## src/rtl/pwr_sleep_pkg.sv

```systemverilog
package pwr_sleep_pkg;

    typedef enum logic [2:0] {
        ST_AWAKE = 3'd0,
        ST_ENTER = 3'd1,
        ST_SLEEP = 3'd2,
        ST_EXIT  = 3'd3,
        ST_RECOV = 3'd4
    } pwr_state_t;

    typedef struct packed {
        logic cs;
        logic we;
    } strobe_t;

    function automatic int max3(input int a, input int b, input int c);
        int m;
        m = (a > b) ? a : b;
        return (m > c) ? m : c;
    endfunction

    function automatic logic is_open(input pwr_state_t s);
        return s == ST_AWAKE;
    endfunction

endpackage

```

## src/rtl/pwr_req_sync.sv

```systemverilog
module pwr_req_sync #(
    parameter int STAGES = 2
) (
    input  logic clk,
    input  logic rst,
    input  logic d_async,
    output logic q_sync
);
    logic [STAGES-1:0] chain;

    genvar g;
    generate
        for (g = 0; g < STAGES; g++) begin : g_stage
            if (g == 0) begin : g_first
                always_ff @(posedge clk) begin
                    if (rst) chain[0] <= 1'b0;
                    else     chain[0] <= d_async;
                end
            end else begin : g_rest
                always_ff @(posedge clk) begin
                    if (rst) chain[g] <= 1'b0;
                    else     chain[g] <= chain[g-1];
                end
            end
        end
    endgenerate

    assign q_sync = chain[STAGES-1];
endmodule

```

## src/rtl/pwr_seq_fsm.sv

```systemverilog
module pwr_seq_fsm
    import pwr_sleep_pkg::*;
#(
    parameter int ENTRY_CYC = 2,
    parameter int EXIT_CYC  = 2,
    parameter int RECOV_CYC = 2
) (
    input  logic       clk,
    input  logic       rst,
    input  logic       req,
    output pwr_state_t state
);
    localparam int LONGEST = max3(ENTRY_CYC, EXIT_CYC, RECOV_CYC);
    localparam int CNT_W   = (LONGEST < 2) ? 1 : $clog2(LONGEST);

    logic [CNT_W-1:0] cnt;
    logic             cnt_done;

    assign cnt_done = (cnt == '0);

    always_ff @(posedge clk) begin
        if (rst) begin
            state <= ST_AWAKE;
            cnt   <= '0;
        end else begin
            case (state)
                ST_AWAKE: if (req) begin
                    state <= ST_ENTER;
                    cnt   <= CNT_W'(ENTRY_CYC - 1);
                end
                ST_ENTER: if (cnt_done) state <= ST_SLEEP;
                          else          cnt   <= cnt - CNT_W'(1);
                ST_SLEEP: if (!req) begin
                    state <= ST_EXIT;
                    cnt   <= CNT_W'(EXIT_CYC - 1);
                end
                ST_EXIT: if (cnt_done) begin
                    state <= ST_RECOV;
                    cnt   <= CNT_W'(RECOV_CYC - 1);
                end else begin
                    cnt <= cnt - CNT_W'(1);
                end
                ST_RECOV: if (cnt_done) state <= ST_AWAKE;
                          else          cnt   <= cnt - CNT_W'(1);
                default: begin
                    state <= ST_AWAKE;
                    cnt   <= '0;
                end
            endcase
        end
    end
endmodule

```

## src/rtl/pwr_access_gate.sv

```systemverilog
module pwr_access_gate
    import pwr_sleep_pkg::*;
(
    input  logic       clk,
    input  logic       rst,
    input  pwr_state_t state,
    input  strobe_t    host,
    output strobe_t    array,
    output logic       recov_err,
    output logic       entry_err
);
    logic open_q;

    assign open_q   = is_open(state);
    assign array.cs = host.cs & open_q;
    assign array.we = host.cs & host.we & open_q;

    always_ff @(posedge clk) begin
        if (rst) begin
            recov_err <= 1'b0;
            entry_err <= 1'b0;
        end else begin
            if (host.cs && state == ST_RECOV) recov_err <= 1'b1;
            if (host.cs && state == ST_ENTER) entry_err <= 1'b1;
        end
    end
endmodule

```

## src/rtl/pwr_sleep_ctrl.sv

```systemverilog
module pwr_sleep_ctrl
    import pwr_sleep_pkg::*;
#(
    parameter int SYNC_STAGES = 2,
    parameter int ENTRY_CYC   = 2,
    parameter int EXIT_CYC    = 2,
    parameter int RECOV_CYC   = 2
) (
    input  logic clk,
    input  logic rst,
    input  logic sleep_req,
    input  logic cs_in,
    input  logic we_in,
    output logic cs_gated,
    output logic we_gated,
    output logic asleep,
    output logic ready,
    output logic recov_err,
    output logic entry_err
);
    logic       req_s;
    pwr_state_t state;
    strobe_t    host_s;
    strobe_t    array_s;

    pwr_req_sync #(.STAGES(SYNC_STAGES)) u_sync (
        .clk     (clk),
        .rst     (rst),
        .d_async (sleep_req),
        .q_sync  (req_s)
    );

    pwr_seq_fsm #(
        .ENTRY_CYC (ENTRY_CYC),
        .EXIT_CYC  (EXIT_CYC),
        .RECOV_CYC (RECOV_CYC)
    ) u_fsm (
        .clk   (clk),
        .rst   (rst),
        .req   (req_s),
        .state (state)
    );

    assign host_s.cs = cs_in;
    assign host_s.we = we_in;

    pwr_access_gate u_gate (
        .clk       (clk),
        .rst       (rst),
        .state     (state),
        .host      (host_s),
        .array     (array_s),
        .recov_err (recov_err),
        .entry_err (entry_err)
    );

    assign cs_gated = array_s.cs;
    assign we_gated = array_s.we;
    assign asleep   = (state == ST_SLEEP);
    assign ready    = is_open(state);
endmodule

```

## config.mk

```make
export PLATFORM = sky130hd
export DESIGN_NAME = pwr_sleep_ctrl
export DESIGN_NICKNAME = d
export VERILOG_FILES = /design/src/rtl/pwr_sleep_pkg.sv /design/src/rtl/pwr_req_sync.sv /design/src/rtl/pwr_seq_fsm.sv /design/src/rtl/pwr_access_gate.sv /design/src/rtl/pwr_sleep_ctrl.sv
export SDC_FILE = /design/constraint.sdc
export NUM_CORES = 1
export LEC_CHECK = 0
export ABC_CLOCK_PERIOD_IN_PS = 1400
export BUFFER_PORTS_ARGS = -buffer_cell sky130_fd_sc_hd__buf_2
export CAP_MARGIN = 20
export CORE_AREA = 2 2 39 41
export DETAILED_ROUTE_END_ITERATION = 12
export DIE_AREA = 0 0 41 43
export PLACE_DENSITY = 0.42
export SLEW_MARGIN = 20
export SYNTH_ARGS = -nofsm -noshare
export SYNTH_HDL_FRONTEND = slang
export SYNTH_SLANG_ARGS = --single-unit
```

## constraint.sdc

```tcl
create_clock -name clk -period 1.4 [get_ports clk]
set_input_delay 0.07 -clock clk [delete_from_list [all_inputs] [get_ports clk]]
set_output_delay 0.07 -clock clk [all_outputs]
set_load 0.1 [all_outputs]
```

* Word-level counts from Yosys, hierarchy flattened
Index checks and enable logic that the tools add are counted.
Widths: inputs -> output; s select.
** Storage, ports and cells
- Bits in registers :: 8
- Latch bits :: 0
- Memory bits (writable) :: 0
- ROM bits :: 0
- Input port bits :: 5
- Output and inout port bits :: 6
- Word-level logic and storage cells :: 36
- Memories kept :: 0
** Operators by class
- Add/subtract/negate cells :: 1
- Multipliers :: 0
- Div/mod/pow operators :: 0
- $lt $le $gt $ge :: 0
- Equal/unequal tests :: 9
- Shift operators :: 0
- Mux-type cells :: 11
- Bitwise operators :: 3
- Reduce and logical (&&, ||, !) cells :: 6
** Operators with widths (count)
- $mux 3 :: 5
- $pmux 3 s5 :: 1
- $ne 2x2->1 const B :: 5
- $eq 3x2->1 const B :: 2
- $reduce_and 5->1 :: 1
- $mux 1 :: 4
- $pmux 1 s4 :: 1
- $and 1x1->1 :: 3
- $eq 3x1->1 const B :: 1
- $eq 3x3->1 const B :: 1
- $logic_not 3->1 :: 1
- $logic_and 1x1->1 :: 2
- $reduce_and 2->1 :: 1
- $reduce_or 2->1 :: 1
- $sub 1x1->1 const B :: 1

* Longest topological paths before layout
Gate-level depths: netlist of run 1.
- Depth in word-level cells :: 3
- Mapped depth :: 4
- Gate-level depth less buffers :: 3

* By module
Synthesis of run 1 repeated with hierarchy kept, for this count alone.
** Second synthesis, totals
- Cells, all modules :: 36
- Area, all modules :: 364.1 um2
** By module, submodules not included
- pwr_seq_fsm :: times used 1, cells each 19, area each 182.7 um2, sequential area each 80.1 um2
- pwr_access_gate :: times used 1, cells each 11, area each 106.4 um2, sequential area each 40.0 um2
- pwr_req_sync :: times used 1, cells each 4, area each 52.6 um2, sequential area each 40.0 um2
- pwr_sleep_ctrl :: times used 1, cells each 2, area each 22.5 um2, sequential area each 0.0 um2

* Worst setup path before layout of run 1
Ideal clock, no wire load.
- Path kind :: flip-flop to output port
- Start point :: register u_fsm.state[1]
- End point :: output port asleep
- Data arrival time :: 2.577 ns
- Required time :: 1.330 ns
- Path slack :: -1.247 ns
- Cell stages (with the launch flop) :: 3
- Buffers on the path :: 0
- Cell sequence :: dfxtp_1 > inv_1 > nor3_1
** Between the ends
- Word-level cells in the longest chain between the ends :: 1
** RTL lines
- start: declaration :: line pwr_seq_fsm.sv:11 : output pwr_state_t state
- start signal: assignment :: line pwr_seq_fsm.sv:23 : state <= ST_AWAKE;
- start signal: assignment :: line pwr_seq_fsm.sv:28 : state <= ST_ENTER;
- start signal: assignment :: line pwr_seq_fsm.sv:31 : ST_ENTER: if (cnt_done) state <= ST_SLEEP;
- $eq 3x2->1 :: line pwr_sleep_ctrl.sv:59 : assign asleep = (state == ST_SLEEP);
- end: declaration :: line pwr_sleep_ctrl.sv:16 : output logic asleep,
Every way passes these cells.

* Worst setup path in the final report of run 1
Ends and elaborated chain as after synthesis.

==> impl_metrics.ini, run 1 <==
[timing]
drv_slew = 0
clock.fmax_mhz = 766
hold_viol_final = 0
rsz0062_at_grt = false
fin_tns_setup_ns = 0
finalWorstSetupSlack_ns = 0.0945
worst-slew-pin-transition_ns = 0.485
setup_viol = 0
finClkSkew_ns = 0.0111
min_period_over_period_pct = 93.3
holdWs_ns = 0.0315
max-slew-margin-rel_pct = 67.9
timing.final.crit_period_ns = 1.31

[die]
die_h_um = 43
die_area_um2 = 1760
rows = 14
core-area_um2 = 1380
start_util_pct = 24.8
die_w_um = 41
io_pins = 11

[final_layout]
antenna_cells = 0
utilization_pct = 37.4
syn_to_final_growth_pct = 51.1
final_cells = 63
drive_above_1_share_pct = 48.9
finish.instance_area_um2 = 518
nets = 54

[yosys]
syn_area_per_cell_um2 = 9.52
synth_cells = 36
synth_seq_area_share_pct = 46.7
synth_area_um2 = 343
synth_seq_cells = 8
synth-xor-area-share_pct = 5.11
synth_nets = 41
synth_simple_gate_area_share_pct = 24.8
synthAdderAreaFrac_pct = 0
muxShareOfSynthArea_pct = 0
synth_top_family_by_area = simple AND/OR/NAND/NOR gates
ys_types = 18
synth_warnings = 0
synth_compound_gate_area_share_pct = 18.6

[worst_setup_path]
worstSetupStartpointType = flip-flop
crit_chain = inv_1 > nor3_4 > buf_12
critical_path.top_delay_family = flip-flops
slowest_delay_ns = 0.42
rr_worst_depth = 3
criticalPathCategory = reg -> out
path_max_fanout = 6
cp.required_ns = 1.33
cp.depth = 3
worstPathArrival_ns = 1.24
critPathBufInv = 2
worst_path_max_delay_cell = dfxtp_2
critPathCaptureType = output port

[clock_network]
numCtsBuffers = 3
tritoncts = yes
post_cts_buffers = 0
holdBufCountCts = 0
clkTransAtPathRegs_ns = 0.06
cts.sinks = 8
h-tree-depth = 1
clk_latency_ns = 0.26
ctsRootBufferMaster = clkbuf_4
cts.path.max_buffers = 2

[power_and_ir_drop]
power.total_mw = 1.31
powerDensity_nw_per_um2 = 2540
comb_power_share_pct = 60.0
netSwitchingFraction_pct = 49.2
internal-power_uw = 668
max-vdd-ir-drop_uv = 935
p_seq_share_pct = 26.5
p_clk_share_pct = 13.5
switchingPower_uw = 647
p_leak_nw = 0.203

[worst_hold_path]
hp-class = in -> reg
hold_path_depth = 2

[global_routing]
grt_util_met3_pct = 6.28
grt_util_all_layers_pct = 11.4
grt_pass1_wl_mm = 1.28
grt-ovfl-total = 0
grt_max_degree = 11
use_met1_pct = 14.2
top_usage_layer = met2
grt_pass1_vias = 292
grt.met2_usage_pct = 15.0
antenna_found_initial = 0

[routing]
dr.pass1.iters = 2
postRouteAntennaNets = 0
post_drt_wl_per_cell_um = 11.2
initialDrtViolationCount = 2
viasPerCell = 4.75
via_count = 299
route.detailed.drc = 0
wl_um = 705

[place]
place_area_um2 = 489
gp_congestion = 0.726
preCtsSetupSlack_ns = 0.184
dp_cells = 60
post-dp-hpwl_um = 555
io_buffers = 10

[job]
maxCapViolCount = 0

[status]
status = finished, final reports clean
==> path summary, 6_finish.rpt <==
path	slack, ns	start	to
setup reg to reg	0.29	u_fsm.state[0]$_SDFFE_PP0P_	u_fsm.cnt$_SDFFE_PP0P_
setup / recovery	0.09	u_fsm.state[1]$_SDFFE_PP0P_	asleep
hold / removal	0.03	sleep_req	u_sync.chain[0]$_SDFF_PP0_
hold reg to reg	0.44	u_sync.chain[0]$_SDFF_PP0_	u_sync.q_sync$_SDFF_PP0_
==> worst reg2reg max path: stages, from the launching register on <==
cell and delay (ns):
dfxtp_2 0.45, inv_1 0.11, a211o_1 0.28, o32ai_2 0.19
==> logic make-up (layout without fill, tap and decap cells) <==
| group | count (synthesis) | after routing |
|---|---|---|
| flops | 8 | 8 |
| compound gates | 7 | 7 |
| xor+xnor | 2 | 2 |
| buf+inv | 4 | 15 |
| simple gates | 15 | 15 |
==> what timing repair did <==
item / CTS / global route
setup endpoints to repair: 3 / 1
resized for setup: 3 / 1
hold endpoints to repair: 0 / 0
==> flip-flops by register name (all words and copies together) (netlist names) <==
signal	flops
u_fsm.cnt	1
u_fsm.state	3
u_gate.entry_err	1
u_gate.recov_err	1
u_sync.chain	1
u_sync.q_sync	1
==> cells in the final DEF (no fill, tap or decap) <==
cell type,n
nor2b_1,3
nor4bb_1,1
a31oi_1,3
a211o_1,1
inv_1,2
dfxtp_1,5
nor2_2,1
and2_2,1
buf_2,6
nor3_4,2
a21oi_1,1
nor2_1,3
dfxtp_2,3
and2b_1,1
xnor2_1,2
and3_2,1
o32ai_2,1
buf_12,4
clkbuf_4,3
or3_1,1
a2111oi_2,1
nor3_1,1
==> routing by layer <==
metal / up-vias / wire length [um]
met5: - / 0
met4: 0 / 0
met3: 0 / 43
met2: 9 / 357
met1: 140 / 304
li1: 150 / -
==> cell type report <==
class	count	area [um^2]
Multi-Input combinational cell	24	194
Sequential cell	8	164
Inverter	2	7.51
Tap cell	16	20.0
Fill cell	139	866
Clock buffer	3	22.5
Timing Repair Buffer	10	110
==> power groups by stage <==
stage	Sequential, mW	Combinational, mW	Clock, mW
final	0.348	0.788	0.178
after global placement	0.343	0.784	0
after floorplan	0.366	0.525	0
after CTS	0.344	0.791	0.192
after global routing	0.358	0.821	0.205
after detailed placement	0.344	0.787	0
==> cell usage after synthesis, drive strengths merged <==
cell type | instances | area (um^2)
nor4bb | 1 | 10.0
nor2b | 3 | 18.8
dfxtp | 8 | 160
a31oi | 3 | 18.8
xnor2 | 2 | 17.5
or3 | 1 | 6.26
and3 | 1 | 6.26
buf | 1 | 5.00
a2111oi | 1 | 15.0
o32ai | 1 | 16.3
a21oi | 1 | 5.00
inv | 2 | 7.51
and2b | 1 | 7.51
and2 | 1 | 6.26
clkbuf | 1 | 3.75
nor2 | 4 | 15.0
nor3 | 3 | 15.0
a211o | 1 | 8.76
(Power assumes the default switching activity.)
==> run 2, diff against run 1 <==
Settings changed: CELL_PAD_IN_SITES_DETAIL_PLACEMENT set to 1, CELL_PAD_IN_SITES_GLOBAL_PLACEMENT set to 2, CTS_BUF_LIST set to sky130_fd_sc_hd__clkbuf_2 sky130_fd_sc_hd__clkbuf_4 sky130_fd_sc_hd__clkbuf_8, PLACE_DENSITY 0.42 to 0.66.
==> run 2 against run 1 <==
Effect of this change:
- utilization increased by 0.54 points
- sequential power is essentially flat
- flip-flop and latch count unchanged
- register-to-register slack is essentially flat
- critical path type unchanged
==> impl_metrics.ini, run 2 (synthesis gave the netlist of run 1 again) <==
[worst_setup_path]
critPathCaptureType = output port
crit_chain = nor2b_1 > and3_2 > buf_12
worst_path_max_delay_cell = dfxtp_2
worstPathArrival_ns = 1.25
slowest_delay_ns = 0.37
worstSetupStartpointType = flip-flop
path_max_fanout = 8
criticalPathCategory = reg -> out
cp.required_ns = 1.33

[global_routing]
grt_max_degree = 10
antenna_found_initial = 0
grt_pass1_wl_mm = 1.56
grt_util_all_layers_pct = 13.5
grt_pass1_vias = 335
grt-ovfl-total = 0

[routing]
via_count = 310
dr.pass1.iters = 1
initialDrtViolationCount = 0
wl_um = 857
route.detailed.drc = 0
viasPerCell = 4.84
postRouteAntennaNets = 0
post_drt_wl_per_cell_um = 13.4

[clock_network]
cts.sinks = 8
clk_latency_ns = 0.26
cts.path.max_buffers = 2
ctsResizeCount = 4
ctsRootBufferMaster = clkbuf_4
h-tree-depth = 1
post_cts_buffers = 0
tritoncts = yes
holdBufCountCts = 0
numCtsBuffers = 3
clkTransAtPathRegs_ns = 0.05

[final_layout]
layout_commonest_cell = buf_2
syn_to_final_growth_pct = 53.3
final_cell_mix = buf_2, dfxtp_1, buf_12
antenna_cells = 0
fill_cells = 160
largest_reg_flops = 3
multi_input_area_um2 = 194
nets = 55
finish.instance_area_um2 = 526
seqCellArea_um2 = 164
drive_above_1_share_pct = 50.0
largest_register = u_fsm.state

[worst_hold_path]
hp-class = in -> reg

[power_and_ir_drop]
powerDensity_nw_per_um2 = 2520
comb_power_share_pct = 60.3
power.total_mw = 1.33
switchingPower_uw = 658
max-vdd-ir-drop_uv = 824
p_seq_share_pct = 26.3
p_leak_nw = 0.209
p_clk_share_pct = 13.4
internal-power_uw = 669
netSwitchingFraction_pct = 49.6

[timing]
hold_viol_final = 0
drv_slew = 0
worst-slew-pin-transition_ns = 0.488
setup_viol = 0
finalWorstSetupSlack_ns = 0.0837
clock.fmax_mhz = 760
timing.final.crit_period_ns = 1.32
finClkSkew_ns = 0.00484
holdWs_ns = 0.0363
max-slew-margin-rel_pct = 67.7
min_period_over_period_pct = 94.0
rsz0062_at_grt = false

[place]
gp_congestion = 0.750
io_buffers = 10
post-dp-hpwl_um = 676
preCtsSetupSlack_ns = 0.162
place_area_um2 = 497

[status]
status = finished, final reports clean

[die]
start_util_pct = 24.8
die_area_um2 = 1760
rows = 14
io_pins = 11
die_h_um = 43
die_w_um = 41
core-area_um2 = 1380

[job]
maxCapViolCount = 0
==> run 2: final timing paths <==
path / endpoint / cells after the start / startpoint / slack, ns
worst max register to register: u_fsm.cnt$_SDFFE_PP0P_ / 3 / u_fsm.state[0]$_SDFFE_PP0P_ / 0.28
worst max-delay path: we_gated / 3 / u_fsm.state[2]$_SDFFE_PP0P_ / 0.08
worst min-delay path: u_sync.chain[0]$_SDFF_PP0_ / 2 / sleep_req / 0.04
worst min register to register: u_sync.q_sync$_SDFF_PP0_ / 1 / u_sync.chain[0]$_SDFF_PP0_ / 0.46
==> run 2: cell type report <==
cell class                      count  area share [%]
Sequential cell                     8            31.2
Tap cell                           16            3.81
Inverter                            2            1.43
Multi-Input combinational cell     24            36.9
Clock buffer                        3            4.29
Timing Repair Buffer               11            22.4
==> run 2: power groups by stage <==
stage | combinational, mW | sequential (mW) | clock [mW]
floorplan | 0.525 | 0.366 | 0
global placement | 0.787 | 0.341 | 0
detailed placement | 0.801 | 0.346 | 0
CTS | 0.808 | 0.349 | 0.187
global route | 0.845 | 0.356 | 0.198
finish | 0.800 | 0.349 | 0.178
==> run 2: worst max-delay path, delay by kind of cell, from the launching register on <==
family / cells / cell delay, ns
flip-flops: 1 / 0.37
buffers and inverters: 1 / 0.17
AND/OR/NAND/NOR: 2 / 0.44
==> run 2: through the flow <==
step / instances / util, % / TNS, ns
floorplan: 36 / - / -0.0659
global placement: 61 / 35.9 / 0
detailed placement: 61 / 35.9 / 0
CTS: 64 / 38.0 / 0
global route: 64 / 38.0 / 0
finish: 64 / 38.0 / 0
==> run 2: metal layers <==
metal / share of wire (%) / global-route usage (%) / routed length (um)
met4: 2.1 / 10.0 / 18
met5: 0 / 0 / 0
met1: 41 / 17.0 / 352
met2: 51 / 19.1 / 441
met3: 5.1 / 3.14 / 44
